### src/rtl/shade_elev_pkg.sv
package shade_elev_pkg;

    typedef enum logic [1:0] {
        ST_SCAN = 2'd0,
        ST_LOAD = 2'd1,
        ST_DIV  = 2'd2,
        ST_MAP  = 2'd3
    } elev_state_e;

    localparam real PI_C = 3.141592653589793;

    // Q8.8 tangent of entry idx of a table that splits a right angle into n steps
    function automatic logic [15:0] tan_q88(input int idx, input int n);
        real ang;
        real val;
        ang = real'(idx) * PI_C / (2.0 * real'(n));
        val = $tan(ang) * 256.0 + 0.5;
        if (val > 65535.0) begin
            return 16'hFFFF;
        end
        return 16'($rtoi(val));
    endfunction

endpackage

### src/rtl/shade_tan_rom.sv
module shade_tan_rom
    import shade_elev_pkg::*;
#(
    parameter int IDX_W = 8
) (
    input  logic [IDX_W-1:0] idx,
    output logic [15:0]      tan_q
);
    localparam int ENTRIES = 1 << IDX_W;

    logic [15:0] table_w [ENTRIES];

    generate
        for (genvar k = 0; k < ENTRIES; k++) begin : g_entry
            localparam logic [15:0] ENTRY_V = tan_q88(k, ENTRIES);
            assign table_w[k] = ENTRY_V;
        end
    endgenerate

    assign tan_q = table_w[idx];

endmodule

### src/rtl/shade_slope_div.sv
module shade_slope_div #(
    parameter int NUM_W = 25,
    parameter int DEN_W = 8
) (
    input  logic             clk,
    input  logic             rst_n,
    input  logic             start,
    input  logic [NUM_W-1:0] num,
    input  logic [DEN_W-1:0] den,
    output logic             busy,
    output logic             done,
    output logic [NUM_W-1:0] quot
);
    localparam int CNT_W = $clog2(NUM_W + 1);

    logic [DEN_W:0]   rem_q;
    logic [NUM_W-1:0] quo_q;
    logic [NUM_W-1:0] num_q;
    logic [DEN_W-1:0] den_q;
    logic [CNT_W-1:0] cnt_q;
    logic             busy_q;
    logic             done_q;
    logic [DEN_W:0]   shifted;
    logic             take;

    always_comb begin
        shifted = {rem_q[DEN_W-1:0], quo_q[NUM_W-1]};
        take    = shifted >= {1'b0, den_q};
    end

    always_ff @(posedge clk or negedge rst_n) begin
        if (!rst_n) begin
            rem_q  <= '0;
            quo_q  <= '0;
            num_q  <= '0;
            den_q  <= '0;
            cnt_q  <= '0;
            busy_q <= 1'b0;
            done_q <= 1'b0;
        end else begin
            done_q <= 1'b0;
            if (start && !busy_q) begin
                rem_q  <= '0;
                quo_q  <= num;
                num_q  <= num;
                den_q  <= den;
                cnt_q  <= CNT_W'(NUM_W);
                busy_q <= 1'b1;
            end else if (busy_q) begin
                rem_q <= take ? (shifted - {1'b0, den_q}) : shifted;
                quo_q <= {quo_q[NUM_W-2:0], take};
                cnt_q <= cnt_q - 1'b1;
                if (cnt_q == CNT_W'(1)) begin
                    busy_q <= 1'b0;
                    done_q <= 1'b1;
                end
            end
        end
    end

    assign busy = busy_q;
    assign done = done_q;
    assign quot = quo_q;

    // quotient must be the floor of num/den once the loop ends
    logic [NUM_W+DEN_W:0] chk_lo;
    logic [NUM_W+DEN_W:0] chk_hi;
    assign chk_lo = (NUM_W+DEN_W+1)'(quo_q) * (NUM_W+DEN_W+1)'(den_q);
    assign chk_hi = chk_lo + (NUM_W+DEN_W+1)'(den_q);

    p_quot_exact_r3: assert property (@(posedge clk) disable iff (!rst_n)
        done_q |-> (chk_lo <= (NUM_W+DEN_W+1)'(num_q)) && (chk_hi > (NUM_W+DEN_W+1)'(num_q)));

endmodule

### src/rtl/shade_span_scan.sv
module shade_span_scan #(
    parameter int COLS  = 64,
    parameter int ROWS  = 16,
    parameter int PIX_W = 8,
    localparam int COL_W = $clog2(COLS),
    localparam int ROW_W = $clog2(ROWS)
) (
    input  logic             clk,
    input  logic             rst_n,
    input  logic             acc,
    input  logic [PIX_W-1:0] pix,
    input  logic [PIX_W-1:0] thresh,
    input  logic [COL_W-1:0] col,
    input  logic [ROW_W-1:0] row,
    input  logic [ROW_W-1:0] rd_row,
    output logic             rd_found,
    output logic [COL_W-1:0] rd_first,
    output logic [COL_W-1:0] rd_last,
    output logic [PIX_W-1:0] fmin,
    output logic [PIX_W-1:0] fmax,
    output logic             obj_seen
);
    localparam logic [PIX_W-1:0] PMAX = '1;

    logic             found_q, found_c, found_n;
    logic [COL_W-1:0] first_q, first_n;
    logic [COL_W-1:0] last_q, last_n;
    logic [PIX_W-1:0] cmin_q, cmin_c, cmin_n;
    logic [PIX_W-1:0] tmin_q, tmin_c, tmin_n;
    logic [PIX_W-1:0] rmax_q, rmax_c, rmax_n;
    logic [PIX_W-1:0] fmin_q, fmin_c, fmin_n;
    logic [PIX_W-1:0] fmax_q, fmax_c, fmax_n;
    logic             obj_q, obj_c, obj_n;
    logic             above, row_end, frame_begin;
    logic [PIX_W-1:0] low3;

    logic             bnd_found [ROWS];
    logic [COL_W-1:0] bnd_first [ROWS];
    logic [COL_W-1:0] bnd_last  [ROWS];

    always_comb begin
        above       = pix > thresh;
        row_end     = col == COL_W'(COLS - 1);
        frame_begin = (row == '0) && (col == '0);

        found_c = (col == '0) ? 1'b0 : found_q;
        cmin_c  = (col == '0) ? PMAX : cmin_q;
        tmin_c  = (col == '0) ? PMAX : tmin_q;
        rmax_c  = (col == '0) ? '0   : rmax_q;

        found_n = found_c | above;
        first_n = (above && !found_c) ? col : first_q;
        last_n  = above ? col : last_q;

        low3 = (tmin_c < cmin_c) ? tmin_c : cmin_c;
        if (pix < low3) begin
            low3 = pix;
        end

        if (above) begin
            cmin_n = low3;
            tmin_n = PMAX;
            rmax_n = (pix > rmax_c) ? pix : rmax_c;
        end else begin
            cmin_n = cmin_c;
            tmin_n = (found_c && pix < tmin_c) ? pix : tmin_c;
            rmax_n = rmax_c;
        end

        fmin_c = frame_begin ? PMAX : fmin_q;
        fmax_c = frame_begin ? '0   : fmax_q;
        obj_c  = frame_begin ? 1'b0 : obj_q;

        fmin_n = fmin_c;
        fmax_n = fmax_c;
        obj_n  = obj_c;
        if (row_end && found_n) begin
            fmin_n = (cmin_n < fmin_c) ? cmin_n : fmin_c;
            fmax_n = (rmax_n > fmax_c) ? rmax_n : fmax_c;
            obj_n  = 1'b1;
        end
    end

    always_ff @(posedge clk or negedge rst_n) begin
        if (!rst_n) begin
            found_q <= 1'b0;
            first_q <= '0;
            last_q  <= '0;
            cmin_q  <= PMAX;
            tmin_q  <= PMAX;
            rmax_q  <= '0;
            fmin_q  <= PMAX;
            fmax_q  <= '0;
            obj_q   <= 1'b0;
            for (int r = 0; r < ROWS; r++) begin
                bnd_found[r] <= 1'b0;
                bnd_first[r] <= '0;
                bnd_last[r]  <= '0;
            end
        end else if (acc) begin
            found_q <= found_n;
            first_q <= first_n;
            last_q  <= last_n;
            cmin_q  <= cmin_n;
            tmin_q  <= tmin_n;
            rmax_q  <= rmax_n;
            fmin_q  <= fmin_n;
            fmax_q  <= fmax_n;
            obj_q   <= obj_n;
            if (row_end) begin
                bnd_found[row] <= found_n;
                bnd_first[row] <= first_n;
                bnd_last[row]  <= last_n;
            end
        end
    end

    assign rd_found = bnd_found[rd_row];
    assign rd_first = bnd_first[rd_row];
    assign rd_last  = bnd_last[rd_row];
    assign fmin     = fmin_q;
    assign fmax     = fmax_q;
    assign obj_seen = obj_q;

    p_span_order_r1: assert property (@(posedge clk) disable iff (!rst_n)
        rd_found |-> (rd_first <= rd_last));

    p_minmax_order_r2: assert property (@(posedge clk) disable iff (!rst_n)
        obj_q |-> (fmin_q <= fmax_q));

endmodule

### src/rtl/shade_row_elev.sv
module shade_row_elev
    import shade_elev_pkg::*;
#(
    parameter int COLS   = 64,
    parameter int ROWS   = 16,
    parameter int PIX_W  = 8,
    parameter int ANG_W  = 8,
    parameter int ELEV_W = 20
) (
    input  logic                     clk,
    input  logic                     rst_n,
    input  logic                     in_valid,
    output logic                     in_ready,
    input  logic [PIX_W-1:0]         in_pix,
    input  logic [PIX_W-1:0]         thresh,
    input  logic [ANG_W:0]           alpha,
    output logic                     out_valid,
    output logic signed [ELEV_W-1:0] out_elev,
    output logic                     out_row_end
);
    localparam int COL_W    = $clog2(COLS);
    localparam int ROW_W    = $clog2(ROWS);
    localparam int KF       = 16;
    localparam int NUM_W    = ANG_W + 1 + KF;
    localparam int PROD_W   = PIX_W + NUM_W;
    localparam int ANG_FULL = 1 << ANG_W;
    localparam logic signed [ELEV_W:0] E_MAX = (ELEV_W+1)'((1 << (ELEV_W - 1)) - 1);
    localparam logic signed [ELEV_W:0] E_MIN = -E_MAX - (ELEV_W+1)'(1);

    elev_state_e state_q, state_n;

    logic [COL_W-1:0] col_q;
    logic [ROW_W-1:0] row_q;
    logic             accept, scan_acc, map_acc, last_px;

    logic             rd_found;
    logic [COL_W-1:0] rd_first, rd_last;
    logic [PIX_W-1:0] fmin, fmax;
    logic             obj_seen;

    logic             div_start, div_busy, div_done;
    logic [NUM_W-1:0] div_num, div_quot;
    logic [ANG_W:0]   alpha_c, absn_c;
    logic             zero_range;

    logic [ANG_W:0]   a_q;
    logic             neg_q;
    logic [NUM_W-1:0] kmag_q;
    logic [PIX_W-1:0] prev_pix_q;

    // stage A: span decision and brightness distance
    logic             va_q, span_a_q, pos_a_q, rowst_a_q, eol_a_q;
    logic [PIX_W-1:0] diff_a_q;
    // stage B: slope index
    logic             vb_q, span_b_q, pos_b_q, rowst_b_q, eol_b_q;
    logic [ANG_W-1:0] ang_b_q;
    // stage C: output
    logic                     out_valid_q, out_end_q, rowst_c_q;
    logic signed [ELEV_W-1:0] out_elev_q, acc_q;

    logic [PROD_W-1:0]  prod_w;
    int                 q_i, ang_i;
    logic [ANG_W-1:0]   ang_n;
    logic [15:0]        tan_w;
    logic signed [ELEV_W:0]   step_w, sum_w, sat_w;
    logic signed [ELEV_W-1:0] acc_cur;

    shade_span_scan #(
        .COLS (COLS),
        .ROWS (ROWS),
        .PIX_W(PIX_W)
    ) u_scan (
        .clk     (clk),
        .rst_n   (rst_n),
        .acc     (scan_acc),
        .pix     (in_pix),
        .thresh  (thresh),
        .col     (col_q),
        .row     (row_q),
        .rd_row  (row_q),
        .rd_found(rd_found),
        .rd_first(rd_first),
        .rd_last (rd_last),
        .fmin    (fmin),
        .fmax    (fmax),
        .obj_seen(obj_seen)
    );

    shade_slope_div #(
        .NUM_W(NUM_W),
        .DEN_W(PIX_W)
    ) u_div (
        .clk  (clk),
        .rst_n(rst_n),
        .start(div_start),
        .num  (div_num),
        .den  (fmax - fmin),
        .busy (div_busy),
        .done (div_done),
        .quot (div_quot)
    );

    shade_tan_rom #(
        .IDX_W(ANG_W)
    ) u_tan (
        .idx  (ang_b_q),
        .tan_q(tan_w)
    );

    // ---------------- control ----------------
    always_comb begin
        accept     = in_valid && in_ready;
        scan_acc   = accept && (state_q == ST_SCAN);
        map_acc    = accept && (state_q == ST_MAP);
        last_px    = (col_q == COL_W'(COLS - 1)) && (row_q == ROW_W'(ROWS - 1));
        zero_range = !obj_seen || (fmax == fmin);
        alpha_c    = (alpha > (ANG_W+1)'(ANG_FULL)) ? (ANG_W+1)'(ANG_FULL) : alpha;
        absn_c     = (alpha_c > (ANG_W+1)'(ANG_FULL / 2))
                   ? ((alpha_c << 1) - (ANG_W+1)'(ANG_FULL))
                   : ((ANG_W+1)'(ANG_FULL) - (alpha_c << 1));
        div_num    = NUM_W'(absn_c) << KF;
    end

    always_comb begin
        state_n = state_q;
        unique case (state_q)
            ST_SCAN: if (scan_acc && last_px) state_n = ST_LOAD;
            ST_LOAD: state_n = zero_range ? ST_MAP : ST_DIV;
            ST_DIV:  if (div_done) state_n = ST_MAP;
            ST_MAP:  if (map_acc && last_px) state_n = ST_SCAN;
            default: state_n = ST_SCAN;
        endcase
    end

    always_ff @(posedge clk or negedge rst_n) begin
        if (!rst_n) state_q <= ST_SCAN;
        else        state_q <= state_n;
    end

    always_comb begin
        in_ready  = (state_q == ST_SCAN) || (state_q == ST_MAP);
        div_start = (state_q == ST_LOAD) && !zero_range;
    end

    always_ff @(posedge clk or negedge rst_n) begin
        if (!rst_n) begin
            col_q  <= '0;
            row_q  <= '0;
            a_q    <= '0;
            neg_q  <= 1'b0;
            kmag_q <= '0;
        end else begin
            if (accept) begin
                if (col_q == COL_W'(COLS - 1)) begin
                    col_q <= '0;
                    row_q <= (row_q == ROW_W'(ROWS - 1)) ? '0 : row_q + 1'b1;
                end else begin
                    col_q <= col_q + 1'b1;
                end
            end
            if (state_q == ST_LOAD) begin
                a_q    <= alpha_c;
                neg_q  <= alpha_c > (ANG_W+1)'(ANG_FULL / 2);
                kmag_q <= '0;
            end
            if (state_q == ST_DIV && div_done) begin
                kmag_q <= div_quot;
            end
        end
    end

    // ---------------- second-pass pipeline ----------------
    always_ff @(posedge clk or negedge rst_n) begin
        if (!rst_n) begin
            va_q       <= 1'b0;
            span_a_q   <= 1'b0;
            pos_a_q    <= 1'b0;
            rowst_a_q  <= 1'b0;
            eol_a_q    <= 1'b0;
            diff_a_q   <= '0;
            prev_pix_q <= '0;
        end else begin
            va_q <= map_acc;
            if (map_acc) begin
                span_a_q   <= rd_found && (col_q >= rd_first) && (col_q <= rd_last);
                pos_a_q    <= (col_q == rd_first) || (in_pix >= prev_pix_q);
                rowst_a_q  <= col_q == '0;
                eol_a_q    <= col_q == COL_W'(COLS - 1);
                diff_a_q   <= fmax - in_pix;
                prev_pix_q <= in_pix;
            end
        end
    end

    always_comb begin
        prod_w = PROD_W'(diff_a_q) * PROD_W'(kmag_q);
        q_i    = int'(prod_w[PROD_W-1:KF]);
        ang_i  = neg_q ? (int'(a_q) - q_i) : (int'(a_q) + q_i);
        if (ang_i > ANG_FULL - 1) begin
            ang_n = ANG_W'(ANG_FULL - 1);
        end else if (ang_i < 0) begin
            ang_n = '0;
        end else begin
            ang_n = ANG_W'(ang_i);
        end
    end

    always_ff @(posedge clk or negedge rst_n) begin
        if (!rst_n) begin
            vb_q      <= 1'b0;
            span_b_q  <= 1'b0;
            pos_b_q   <= 1'b0;
            rowst_b_q <= 1'b0;
            eol_b_q   <= 1'b0;
            ang_b_q   <= '0;
        end else begin
            vb_q <= va_q;
            if (va_q) begin
                span_b_q  <= span_a_q;
                pos_b_q   <= pos_a_q;
                rowst_b_q <= rowst_a_q;
                eol_b_q   <= eol_a_q;
                ang_b_q   <= ang_n;
            end
        end
    end

    always_comb begin
        acc_cur = rowst_b_q ? '0 : acc_q;
        step_w  = pos_b_q ? $signed((ELEV_W+1)'(tan_w)) : -$signed((ELEV_W+1)'(tan_w));
        sum_w   = $signed({acc_cur[ELEV_W-1], acc_cur}) + step_w;
        if (sum_w > E_MAX) begin
            sat_w = E_MAX;
        end else if (sum_w < E_MIN) begin
            sat_w = E_MIN;
        end else begin
            sat_w = sum_w;
        end
    end

    always_ff @(posedge clk or negedge rst_n) begin
        if (!rst_n) begin
            out_valid_q <= 1'b0;
            out_end_q   <= 1'b0;
            rowst_c_q   <= 1'b0;
            out_elev_q  <= '0;
            acc_q       <= '0;
        end else begin
            out_valid_q <= vb_q;
            if (vb_q) begin
                out_end_q  <= eol_b_q;
                rowst_c_q  <= rowst_b_q;
                out_elev_q <= span_b_q ? acc_cur : '0;
                acc_q      <= span_b_q ? sat_w[ELEV_W-1:0] : acc_cur;
            end
        end
    end

    assign out_valid   = out_valid_q;
    assign out_elev    = out_elev_q;
    assign out_row_end = out_end_q;

    p_beat_latency_r9: assert property (@(posedge clk) disable iff (!rst_n)
        out_valid_q == $past(map_acc, 3));

    p_rowstart_zero_r7: assert property (@(posedge clk) disable iff (!rst_n)
        (out_valid_q && rowst_c_q) |-> (out_elev_q == '0));

    p_stall_div_r10: assert property (@(posedge clk) disable iff (!rst_n)
        div_busy |-> !in_ready);

endmodule

### config.mk
export PLATFORM = sky130hd
export DESIGN_NAME = shade_row_elev
export DESIGN_NICKNAME = d
export VERILOG_FILES = /design/src/rtl/shade_elev_pkg.sv /design/src/rtl/shade_tan_rom.sv /design/src/rtl/shade_slope_div.sv /design/src/rtl/shade_span_scan.sv /design/src/rtl/shade_row_elev.sv
export SDC_FILE = /design/constraint.sdc
export NUM_CORES = 2
export LEC_CHECK = 0
export BUFFER_PORTS_ARGS = -buffer_cell sky130_fd_sc_hd__buf_4
export CAP_MARGIN = 20
export CORE_UTILIZATION = 59
export CTS_CLUSTER_SIZE = 8
export DETAILED_ROUTE_END_ITERATION = 6
export PLACE_DENSITY = 0.85
export SETUP_SLACK_MARGIN = 0.1
export SYNTH_ARGS = -nofsm -noshare
export SYNTH_HDL_FRONTEND = slang
export SYNTH_SLANG_ARGS = --single-unit
### constraint.sdc
create_clock -name clk -period 7.3 [get_ports clk]
set_clock_uncertainty 0.15 [all_clocks]
set_input_delay 1.095 -clock clk [delete_from_list [all_inputs] [get_ports clk]]
set_output_delay 1.095 -clock clk [all_outputs]
set_load 0.02 [all_outputs]
==> impl_results.md <==
- Count of final max-slew check failures: 0
- Classification of the worst setup path: reg -> reg
- Number of antenna violations at the first check in global routing: 1
- Clock Root Buffer: sky130_fd_sc_hd__clkbuf_16
- Final ANT Viol Nets: 0
- Mapped Nets: 3979
- Bufs on Longest Clock Path: 3
- Max-slew headroom: between 30% and 40%
- FF-to-FF End: ang_b_q[7]$_DFFE_PN0P_
- Effective utilization at floorplan: between 60% and 70%
- Depth of the worst register-to-register path: 31
- Worst path arrival time: 7.68 ns
- Hold bufs inserted after CTS: 0
- Overflow after GRT: 0
- Average cell area after synthesis: 9.03 um^2
- Wire length after detailed routing: 89.8 mm
- Filler Cell Count: 3797
- Setup repair after global routing missed its margin: true
- Die span in y: between 200 and 250 um
- Vias in the first global route: 28000
- Number of synthesized flops with an enable pin: 0
- Via count of the routed design: about 28000
- CTS clock-pin slew for the worst setup and hold paths: 0.05 ns
- Max FO, Critical Path: 5
- Launch instance of the worst min-delay path: u_scan.bnd_first[78]$_DFFE_PN0P_
- Synth Register Bits: roughly 430
- Final total power: approximately 9.0 mW
- Overall Global Routing Usage: 31.8%
- Largest net degree at the start of global routing: between 100 and 150
- Seq/Total Area, Yosys: 33.4%
- Htree depth: 2
- Fmax: about 140 MHz
- Post-route core utilization: 68.4%
- Time the final worst path needs with I/O delays and setup: 7.37 ns
- I/O Pins: 51
- Cell area power density: 243 nW/um^2
- Top-area cell type share of the netlist area: 31.5%
- Sinks on the clock net: around 430
- Critical path startpoint category: flip-flop
- Status: finished, violations left
- Post-route standard cell area excluding fillers: 37000 um^2
- DIE AREA: 56000 um^2
- Number of antenna repair diodes: 0
- Worst Hold Endpoint: u_scan.bnd_first[78]$_DFFE_PN0P_
- Cell with the most instances on the worst path: sky130_fd_sc_hd__buf_4
- Failing checks: design-rule violations, negative setup slack
- Routed wire per std cell: 20.3 um
- Detailed placer's ending HPWL: about 60 mm
- Growth of design area from synthesis to finish: 13.8%
- Buffers on Ports: 50
- Leakage dissipation: 17.3 nW
- Core region area: roughly 54000 um^2
- Worst min path class: reg -> reg
- Number of optimization iterations in the first detailed-route pass: 7
- Maximum vdd ir drop: 0.000235 V
- Die extent in x: 237 um
- Clock latency on the worst-skew pair: approximately 0.63 ns
- Reg-to-reg startpoint: diff_a_q[3]$_DFFE_PN0P_
- Min Hold Slack: 0.326 ns
- Crit-path max cell delay: roughly 0.56 ns
- Post-detailed-route via-to-cell ratio: between 6 and 7
- Number of hold violations in the final report: 0
- Number of cells traversed by the worst hold path: 2
- Slew at the pin closest to its max-slew limit: 1.03 ns
- Post-synthesis cell count: 3599
- Number of DRC markers in iteration 0: 2765
- Dominant register cell in the synthesized netlist: sky130_fd_sc_hd__dfrtp_1
- Cell Area, Synth: 32500 um^2
- Setup slack after placement: -0.249 ns
- # rows: 85
- Setup violation total in the final timing report: 7
- Worst setup slack for register-to-register paths: -0.07 ns
- Wire length of the first global-routing pass: 144 mm
- Final net count: 4097
- Synth top area cells: sky130_fd_sc_hd__dfrtp_1, sky130_fd_sc_hd__fa_1, sky130_fd_sc_hd__ha_1, sky130_fd_sc_hd__mux4_2, sky130_fd_sc_hd__nand2_1
- Slowest cell on crit path: sky130_fd_sc_hd__fa_2
- DRC: 1
- Post-layout worst setup margin: -0.0688 ns
- Share of final-layout standard cells stronger than drive strength 1: 16.3%
- MaxCap Viol Count: 0
- Most common cell in the netlist: sky130_fd_sc_hd__dfrtp_1
- Final critical-path share of the clock period: 101%
- Number of buffers added by the clock tree synthesis step: 60
- Weighted congestion at the end of routability-driven global placement: a little under 1
- Synth unique cells: 95
- Fraction of registers with async set or reset after synthesis: 100%
- Critical path data required time: 7.61 ns
- Synth area leader: sky130_fd_sc_hd__dfrtp_1
- CTS tree: built
- Post-DP Area: 34100 um^2
- Leading post-synthesis cells by instance count: sky130_fd_sc_hd__dfrtp_1, sky130_fd_sc_hd__nand2_1, sky130_fd_sc_hd__nor2_1
- Type of element capturing the critical path: flip-flop
- Total of warnings raised by yosys: 0
==> power breakdown <==
part           leakage (nW)  internal (mW)  total, mW  switching [mW]
combinational          10.7           1.52       3.75            2.23
clock                 0.806           1.51       2.55            1.04
sequential             5.76           2.47       2.70           0.227
total                  17.3           5.50       9.00            3.50
==> worst max path at each step <==
stage | from | endpoint | slack [ns]
after global placement | diff_a_q[3]$_DFFE_PN0P_ | ang_b_q[1]$_DFFE_PN0P_ | -0.15
after CTS | diff_a_q[2]$_DFFE_PN0P_ | ang_b_q[7]$_DFFE_PN0P_ | -0.04
final | diff_a_q[3]$_DFFE_PN0P_ | ang_b_q[7]$_DFFE_PN0P_ | -0.07
after detailed placement | diff_a_q[3]$_DFFE_PN0P_ | ang_b_q[7]$_DFFE_PN0P_ | -0.25
after global routing | diff_a_q[6]$_DFFE_PN0P_ | ang_b_q[6]$_DFFE_PN0P_ | -0.29
after floorplan | diff_a_q[2]$_DFFE_PN0P_ | ang_b_q[0]$_DFFE_PN0P_ | 0.10
==> area by class of cell <==
class | count | area [um^2] | share of cell area [%]
tap | 696 | 871 | 2.35
timing repair buffer | 265 | 2170 | 5.86
multi-input combinational | 2665 | 20300 | 54.9
clock buffer | 83 | 1620 | 4.37
clock inverter | 2 | 50.0 | 0.135
sequential | 433 | 10900 | 29.4
inverter | 292 | 1100 | 2.96
==> layout by cell type (no fill, tap or decap), types with 20 or more instances in the layout <==
cell type                   Yosys  final
sky130_fd_sc_hd__o311ai_0      26     26
sky130_fd_sc_hd__clkbuf_1     168     20
sky130_fd_sc_hd__fa_1         143    134
sky130_fd_sc_hd__nor2b_1       51     49
sky130_fd_sc_hd__a21oi_1      285    274
sky130_fd_sc_hd__xnor2_1       63     58
sky130_fd_sc_hd__o21ai_0      295    283
sky130_fd_sc_hd__o211ai_1      34     34
sky130_fd_sc_hd__a31oi_1       35     34
sky130_fd_sc_hd__nand2_1      408    402
sky130_fd_sc_hd__ha_1         209    193
sky130_fd_sc_hd__clkbuf_16      0     60
sky130_fd_sc_hd__nor3_1        35     35
sky130_fd_sc_hd__nor2_1       311    293
sky130_fd_sc_hd__dfstp_2       24     24
sky130_fd_sc_hd__buf_4          8    237
sky130_fd_sc_hd__mux2i_1       23     22
sky130_fd_sc_hd__dfrtp_1      409    401
sky130_fd_sc_hd__a21o_1        52     51
sky130_fd_sc_hd__mux4_2        71     71
sky130_fd_sc_hd__mux2_2        22     22
sky130_fd_sc_hd__nand3_1       45     43
sky130_fd_sc_hd__a211oi_1      23     20
sky130_fd_sc_hd__and2_1       144    137
sky130_fd_sc_hd__xor2_1        29     27
sky130_fd_sc_hd__nand2b_1      67     66
sky130_fd_sc_hd__inv_1        289    283
sky130_fd_sc_hd__nand4_1       20     20
==> sequential cells by signal, summed over array words and instances (netlist names), 6 cells and up <==
signal,count
u_scan.bnd_first,96
u_scan.bnd_last,96
kmag_q,25
u_div.quot,25
acc_q,20
out_elev,20
u_scan.bnd_found,16
a_q,9
ang_b_q,8
diff_a_q,8
prev_pix_q,8
u_div.den_q,8
u_div.rem_q,8
u_scan.cmin_q,8
u_scan.fmax,8
u_scan.fmin,8
u_scan.rmax_q,8
u_scan.tmin_q,8
col_q,6
u_scan.first_q,6
u_scan.last_q,6
==> repair_timing <==
action | in CTS | in global routing
pin swaps | 64 | 52
cloned | 0 | 0
setup buffers | 38 | 18
setup endpoints to repair | 16 | 35
resized for setup | 50 | 87
==> through the flow <==
stage | TNS (ns) | std cells
2_1_floorplan | 0 | 3599
4_1_cts | -0.143 | 4408
3_3_place_gp | -1.14 | 4282
3_5_place_dp | -1.92 | 4285
6_report | -0.165 | 4436
5_1_grt | -2.14 | 4436
==> kinds of logic (layout without fill, tap and decap cells) <==
family	count (synthesis)	after routing	synth area share, %
AND/OR/NAND/NOR	1160	1160	16.8
buffers and inverters	501	642	6.01
AO/OA/AOI/OAI	942	942	17.9
flip-flops	433	433	33.4
XOR/XNOR	94	94	2.61
multiplexers	116	116	6.39
adder cells (fa/ha/maj)	353	353	16.9
==> worst max-delay path: cells and delay by family (launching register included) <==
| kind | cells | cell delay, ns |
|---|---|---|
| flops | 1 | 0.45 |
| mux | 1 | 0.18 |
| simple gates | 3 | 0.52 |
| xor+xnor | 2 | 0.29 |
| buf+inv | 13 | 1.74 |
| compound gates | 6 | 1.29 |
| fa+ha+maj | 6 | 2.60 |
==> metal layers <==
metal	up-vias	global-route usage [%]	share of wire [%]	wire length, um
met1	13800	41.6	40	35500
met2	1406	53.1	49	43800
li1	12600	-	-	-
met4	2	12.7	3.8	3390
met3	273	4.79	7.9	7100
met5	-	0	0.012	11
Note: power is estimated with default switching activity, not from simulation.
